## src/rtl/wwdt_pkg.sv

```systemverilog
package wwdt_pkg;
  localparam int          ADDR_W   = 2;
  localparam logic [1:0]  A_MODE   = 2'd0;
  localparam logic [1:0]  A_TRIG   = 2'd1;
  localparam logic [7:0]  TRIG_KEY = 8'hAC;

  typedef struct packed {
    logic [2:0] ovf;   // period code
    logic       wie;   // early warning enable
    logic       erm;   // 0: nmi, 1: reset request
    logic [1:0] ws;    // window size code
  } mode_t;

  localparam mode_t MODE_RST = 7'h7F;
  localparam int    NSRC     = 3;
endpackage

```

## src/rtl/wwdt_mode.sv

```systemverilog
module wwdt_mode
  import wwdt_pkg::*;
(
  input  logic       clk,
  input  logic       rst,
  input  logic       wr,
  input  logic [6:0] wdata,
  input  logic       trig_ok,
  output mode_t      mode_rd,
  output mode_t      active,
  output logic       wr_err
);
  mode_t mode_q, act_q;
  logic  locked_q;

  assign mode_rd = mode_q;
  assign active  = act_q;
  assign wr_err  = wr && locked_q && (mode_t'(wdata) != mode_q);

  always_ff @(posedge clk) begin
    if (rst) begin
      mode_q   <= MODE_RST;
      act_q    <= MODE_RST;
      locked_q <= 1'b0;
    end else begin
      if (wr && !locked_q) begin
        mode_q   <= mode_t'(wdata);
        locked_q <= 1'b1;
      end
      if (trig_ok) begin
        act_q    <= mode_q;
        locked_q <= 1'b1;
      end
    end
  end

  // once locked, stored mode never changes
  p_locked_stable_r3: assert property (@(posedge clk) disable iff (rst)
    locked_q |=> $stable(mode_q));
  // active configuration only moves on an accepted trigger
  p_active_hold_r4: assert property (@(posedge clk) disable iff (rst)
    !trig_ok |=> $stable(act_q));
endmodule

```

## src/rtl/wwdt_count.sv

```systemverilog
module wwdt_count
  import wwdt_pkg::*;
#(
  parameter int BASE_TICKS = 2048
) (
  input  logic  clk,
  input  logic  rst,
  input  logic  run,
  input  mode_t cfg,
  input  logic  trig_wr,
  input  logic  key_ok,
  output logic  trig_ok,
  output logic  trig_err,
  output logic  ovf_err,
  output logic  warn_q
);
  localparam int CW = $clog2(BASE_TICKS) + 8;

  logic [CW-1:0] cnt, period, quarter, open_start, warn_pt, cnt_nxt;
  logic          win_open, last;

  assign period  = CW'(BASE_TICKS) << cfg.ovf;
  assign quarter = period >> 2;
  assign warn_pt = quarter + (quarter << 1);

  always_comb begin
    case (cfg.ws)
      2'd0:    open_start = warn_pt;
      2'd1:    open_start = quarter << 1;
      2'd2:    open_start = quarter;
      default: open_start = '0;
    endcase
  end

  assign win_open = cnt >= open_start;
  assign last     = cnt == period - 1'b1;
  assign cnt_nxt  = cnt + 1'b1;
  assign trig_ok  = run && trig_wr && key_ok && win_open;
  assign trig_err = run && trig_wr && !(key_ok && win_open);
  assign ovf_err  = run && last && !trig_ok;

  always_ff @(posedge clk) begin
    if (rst) begin
      cnt    <= '0;
      warn_q <= 1'b0;
    end else begin
      warn_q <= run && !trig_ok && cfg.wie && (cnt_nxt == warn_pt);
      if (trig_ok)
        cnt <= '0;
      else if (run && !last)
        cnt <= cnt_nxt;
    end
  end

  // count stays inside the selected period
  p_in_period_r5: assert property (@(posedge clk) disable iff (rst)
    cnt < period);
  // a stopped counter holds its value
  p_halt_hold_r10: assert property (@(posedge clk) disable iff (rst)
    !run |=> $stable(cnt));
  // warning only when enabled
  p_warn_en_r8: assert property (@(posedge clk) disable iff (rst)
    warn_q |-> cfg.wie);
endmodule

```

## src/rtl/wwdt_err.sv

```systemverilog
module wwdt_err
  import wwdt_pkg::*;
(
  input  logic            clk,
  input  logic            rst,
  input  logic [NSRC-1:0] src,
  input  logic            erm,
  output logic            nmi_q,
  output logic            rst_q,
  output logic            halted
);
  logic fire;

  assign fire = (|src) && !halted;

  always_ff @(posedge clk) begin
    if (rst) begin
      nmi_q  <= 1'b0;
      rst_q  <= 1'b0;
      halted <= 1'b0;
    end else begin
      nmi_q <= fire && !erm;
      rst_q <= fire && erm;
      if (fire) halted <= 1'b1;
    end
  end

  // one request line at a time, each a single-cycle pulse
  p_one_line_r9: assert property (@(posedge clk) disable iff (rst)
    !(nmi_q && rst_q));
  p_pulse_nmi_r9: assert property (@(posedge clk) disable iff (rst)
    nmi_q |=> !nmi_q);
  p_pulse_rst_r9: assert property (@(posedge clk) disable iff (rst)
    rst_q |=> !rst_q);
  // stopped state is permanent until reset
  p_halt_sticky_r10: assert property (@(posedge clk) disable iff (rst)
    halted |=> halted);
endmodule

```

## src/rtl/wwdt_top.sv

```systemverilog
module wwdt_top
  import wwdt_pkg::*;
#(
  parameter int BASE_TICKS = 2048
) (
  input  logic              clk,
  input  logic              rst,
  input  logic [ADDR_W-1:0] addr,
  input  logic              we,
  input  logic [7:0]        wdata,
  output logic [7:0]        rdata,
  output logic              warn_irq_o,
  output logic              nmi_req_o,
  output logic              reset_req_o
);
  mode_t           mode_rd, active;
  logic            halted, mode_wr, trig_wr, key_ok;
  logic            trig_ok, trig_err, ovf_err, wr_err;
  logic [NSRC-1:0] src;
  logic [7:0]      rdata_q;

  assign mode_wr = we && (addr == A_MODE) && !halted;
  assign trig_wr = we && (addr == A_TRIG);
  assign key_ok  = wdata == TRIG_KEY;
  assign src     = {ovf_err, trig_err, wr_err};

  wwdt_mode u_mode (
    .clk(clk), .rst(rst), .wr(mode_wr), .wdata(wdata[6:0]),
    .trig_ok(trig_ok), .mode_rd(mode_rd), .active(active), .wr_err(wr_err)
  );

  wwdt_count #(.BASE_TICKS(BASE_TICKS)) u_count (
    .clk(clk), .rst(rst), .run(!halted), .cfg(active),
    .trig_wr(trig_wr), .key_ok(key_ok), .trig_ok(trig_ok),
    .trig_err(trig_err), .ovf_err(ovf_err), .warn_q(warn_irq_o)
  );

  wwdt_err u_err (
    .clk(clk), .rst(rst), .src(src), .erm(active.erm),
    .nmi_q(nmi_req_o), .rst_q(reset_req_o), .halted(halted)
  );

  always_ff @(posedge clk) begin
    if (rst) rdata_q <= 8'h00;
    else     rdata_q <= (addr == A_MODE) ? {1'b0, mode_rd} : 8'h00;
  end
  assign rdata = rdata_q;

  // top bit of read data is always clear
  p_bit7_zero_r2: assert property (@(posedge clk) disable iff (rst)
    !rdata_q[7]);
  // no warning after the counter has stopped
  p_no_warn_halt_r10: assert property (@(posedge clk) disable iff (rst)
    halted |=> !warn_irq_o);
endmodule

```

## config.mk

```make
export PLATFORM = sky130hd
export DESIGN_NAME = wwdt_top
export DESIGN_NICKNAME = d
export VERILOG_FILES = /design/src/rtl/wwdt_pkg.sv /design/src/rtl/wwdt_mode.sv /design/src/rtl/wwdt_count.sv /design/src/rtl/wwdt_err.sv /design/src/rtl/wwdt_top.sv
export SDC_FILE = /design/constraint.sdc
export NUM_CORES = 1
export LEC_CHECK = 0
export ABC_CLOCK_PERIOD_IN_PS = 4200
export CORE_MARGIN = 2
export CORE_UTILIZATION = 54
export DETAILED_ROUTE_END_ITERATION = 10
export GPL_TIMING_DRIVEN = 0
export HOLD_SLACK_MARGIN = 0.02
export PLACE_DENSITY = 0.77
export SLEW_MARGIN = 30
export SYNTH_ARGS = -nofsm -noshare
export SYNTH_HDL_FRONTEND = slang
export SYNTH_SLANG_ARGS = --single-unit
```

## constraint.sdc

```tcl
create_clock -name clk -period 4.2 [get_ports clk]
set_clock_uncertainty 0.1 [all_clocks]
set_input_delay 0.63 -clock clk [delete_from_list [all_inputs] [get_ports clk]]
set_output_delay 0.63 -clock clk [all_outputs]
set_load 0.01 [all_outputs]
```

==> flow_summary.json <==
{
  "finalNonFillerCells": 525,
  "synth_edf_count": 0,
  "critPathSlowestCell": "or4_1",
  "wire_per_inst_um": 16.5,
  "worstSkewPairLatency_ns": 0.32,
  "drcViolationCount": 0,
  "synth_ff_type": "dfxtp_1",
  "setup-tns-final_ns": 0,
  "layout_common_cells": "42 x dfxtp_1, 26 x xnor2_1, 25 x a21oi_1",
  "synth_warnings": 0,
  "fmax_mhz": 246,
  "gp_congestion": 0.929,
  "nets": 484,
  "layout.cells.most_common": "dfxtp_1",
  "cts.htree.levels": 2,
  "tritoncts": "yes",
  "placement.setup.worst_slack_ns": -0.775,
  "cp-start-kind": "register",
  "design_area_um2": 4060,
  "vias": 3219,
  "start_util_pct": 56.1,
  "max-vdd-ir-drop_mv": 0.188,
  "dieArea_um2": 6800,
  "cp-end-kind": "register",
  "netlist_instances": 409,
  "slew_violations": 0,
  "synthArstFlopShare_pct": 0,
  "ys_seq_area_share_pct": 27.1,
  "setup_viol_count_final": 0,
  "finalCriticalPeriod_ns": 4.07,
  "synth.distinct_cells": 58,
  "postCtsHoldBufs": 0,
  "place_hpwl_um": 6090,
  "cpPeakStageDelay_ns": 0.49,
  "setup_ws_ns": 0.128,
  "ant_nets": 0,
  "ys_ff_latch": 45,
  "syn2layout_area_growth_pct": 22.1,
  "dp_cells": 506,
  "wirelength_um": 8670,
  "synth_area_per_cell_um2": 8.13,
  "hp-class": "reg2reg",
  "hold_viol_final": 0,
  "first_iter_violations": 279,
  "grt_first_pass_wirelength_um": 13700,
  "path_buf_inv": 2,
  "power_density_nw_per_um2": 219,
  "antenna_found_initial": 0,
  "crit_arrival_ns": 4.23,
  "grt.overflow.total": 0,
  "clockBufferDepth": 2,
  "crit_fanout": 10,
  "grt_pass1_vias": 2839,
  "via_per_inst": 6.13,
  "root_buffer": "clkbuf_8",
  "crit_chain": "buf_4 > or3b_1 > buf_4 > ha_4 > nand4_1 > a21oi_2 > a21oi_2 > or3_1 > ha_4 > a2111oi_4 > o21ai_1 > a211oi_2 > nor3_2 > or2_4 > or4_1 > nand2_1",
  "numClockSinks": 45,
  "drive_above_1_share_pct": 14.4,
  "core-area_um2": 5920,
  "syn_area_um2": 3320,
  "synth.net_count": 444,
  "die_w_um": 82.4,
  "place_area_um2": 3660,
  "numCtsBuffers": 5,
  "rows": 28,
  "seqCellArea_um2": 907,
  "p_total_uw": 888,
  "crit_type": "reg2reg",
  "multiInputGateArea_um2": 2390,
  "max_slew.worst_pin.slew_ns": 0.719,
  "maxCapViolCount": 0,
  "critPathTopFamily": "simple AND/OR/NAND/NOR gates",
  "firstDrtPassIters": 5,
  "boundaryPins": 24,
  "period_share_pct": 96.9,
  "cp.required_ns": 4.36,
  "port_buffers": 22,
  "slew_headroom_pct": 51.7,
  "die_h_um": 82.4,
  "power_leakage_uw": 0.00143,
  "outcome": "completed",
  "track_usage_pct": 26.1,
  "nFillCells": 488,
  "clkSlewWorstSetupHoldPaths_ns": 0.11,
  "n_antenna_cell": 0,
  "grt_max_degree": 17
}
## synthesized netlist by cell type, types with 2 or more instances
cell type	number	share of area, %
a211o_1	9	2.4
a211oi_1	3	0.68
a21o_1	2	0.45
a21oi_1	27	4.1
a31oi_1	3	0.56
and2_1	8	1.5
buf_1	3	0.34
buf_2	7	1.1
buf_4	2	0.45
buf_6	3	1.0
clkbuf_1	13	1.5
dfxtp_1	45	27
ha_1	22	8.3
inv_1	12	1.4
mux2i_1	10	3.0
nand2_1	24	2.7
nand2b_1	11	2.1
nand3_1	13	2.0
nand3b_1	5	1.1
nand4_1	12	2.3
nor2_1	21	2.4
nor2b_1	11	2.1
nor3_1	12	1.8
nor3_2	2	0.60
nor4_1	4	0.75
o211ai_1	3	0.68
o21a_1	4	0.90
o21ai_0	13	2.0
o21ai_1	14	2.1
o22a_1	6	1.6
o31ai_1	4	0.90
or3_1	16	3.0
or3b_1	2	0.53
or4_1	5	1.1
xnor2_1	26	6.9
xor2_1	10	2.6
## per-layer routing
layer,vias to the layer above,part of all wire (%),GRT usage (%)
met1,1529,44,34.6
met2,100,49,44.4
li1,1568,-,-
met3,22,5.3,4.78
met4,0,1.5,5.33
met5,-,0,0
## what timing repair did
item                       in CTS  in global routing
setup endpoints to repair      31                 15
buffers inserted                6                  7
pin swaps                       5                 12
gates resized for setup        23                 24
## logic make-up (layout without fill, tap and decap cells)
family | after synthesis | count (layout) | share of synthesized area (%)
and+or+nand+nor | 154 | 154 | 25.8
xor gates and xnor gates | 36 | 36 | 9.49
AOI/OAI and AO/OA | 100 | 100 | 20.2
DFF | 45 | 45 | 27.1
adders and majority gates | 23 | 23 | 8.58
other | 1 | 1 | 0.113
muxes | 10 | 10 | 3.01
buffers and inverters | 40 | 81 | 5.68
## worst reg2reg max path, delay by kind of cell (launching register included)
kind	cells	cell delay (ns)
AND/OR/NAND/NOR	7	1.76
AO/OA/AOI/OAI	5	0.99
adder cells (fa/ha/maj)	2	0.53
flip-flops	1	0.33
buffers and inverters	2	0.33
## per-stage QoR
step / hold slack, ns / utilization (%)
final: 0.359 / 68.5
after global routing: 0.395 / 68.5
after CTS: 0.361 / 66.1
after detailed placement: 0.347 / 61.9
after global placement: 0.338 / 61.9
after floorplan: 0.322 / -
## cell type report
| class | count | share of cell area, % |
|---|---|---|
| inverter | 12 | 1.11 |
| buffer | 26 | 4.53 |
| sequential | 45 | 22.4 |
| tap | 75 | 2.31 |
| clock buffer | 5 | 1.70 |
| clock inverter | 3 | 1.17 |
| multi-input combinational | 324 | 59.0 |
| timing repair buffer | 35 | 7.83 |
## worst paths after layout
check | startpoint | to | slack, ns | cells after the start
worst max-delay path | u_mode.active[4] | u_count.cnt[5] | 0.13 | 16
worst min-delay path | u_mode.active[2] | u_err.rst_q | 0.36 | 2
worst max register to register | u_mode.active[4] | u_count.cnt[5] | 0.13 | 16
worst min register to register | u_mode.active[2] | u_err.rst_q | 0.36 | 2
## power breakdown
part	switching, uW	total (uW)	internal [uW]
clock network	172	354	182
registers	11.3	449	437
logic	42.5	85.5	43.0
## sequential cells by signal, indices dropped and copies added, names as in the netlist
name,cells
rdata,7
u_count.cnt,19
u_count.warn_q,1
u_err.halted,1
u_err.nmi_q,1
u_err.rst_q,1
u_mode.active,7
u_mode.locked_q,1
u_mode.mode_rd,7
No activity file was read; power rests on OpenSTA's default activity.
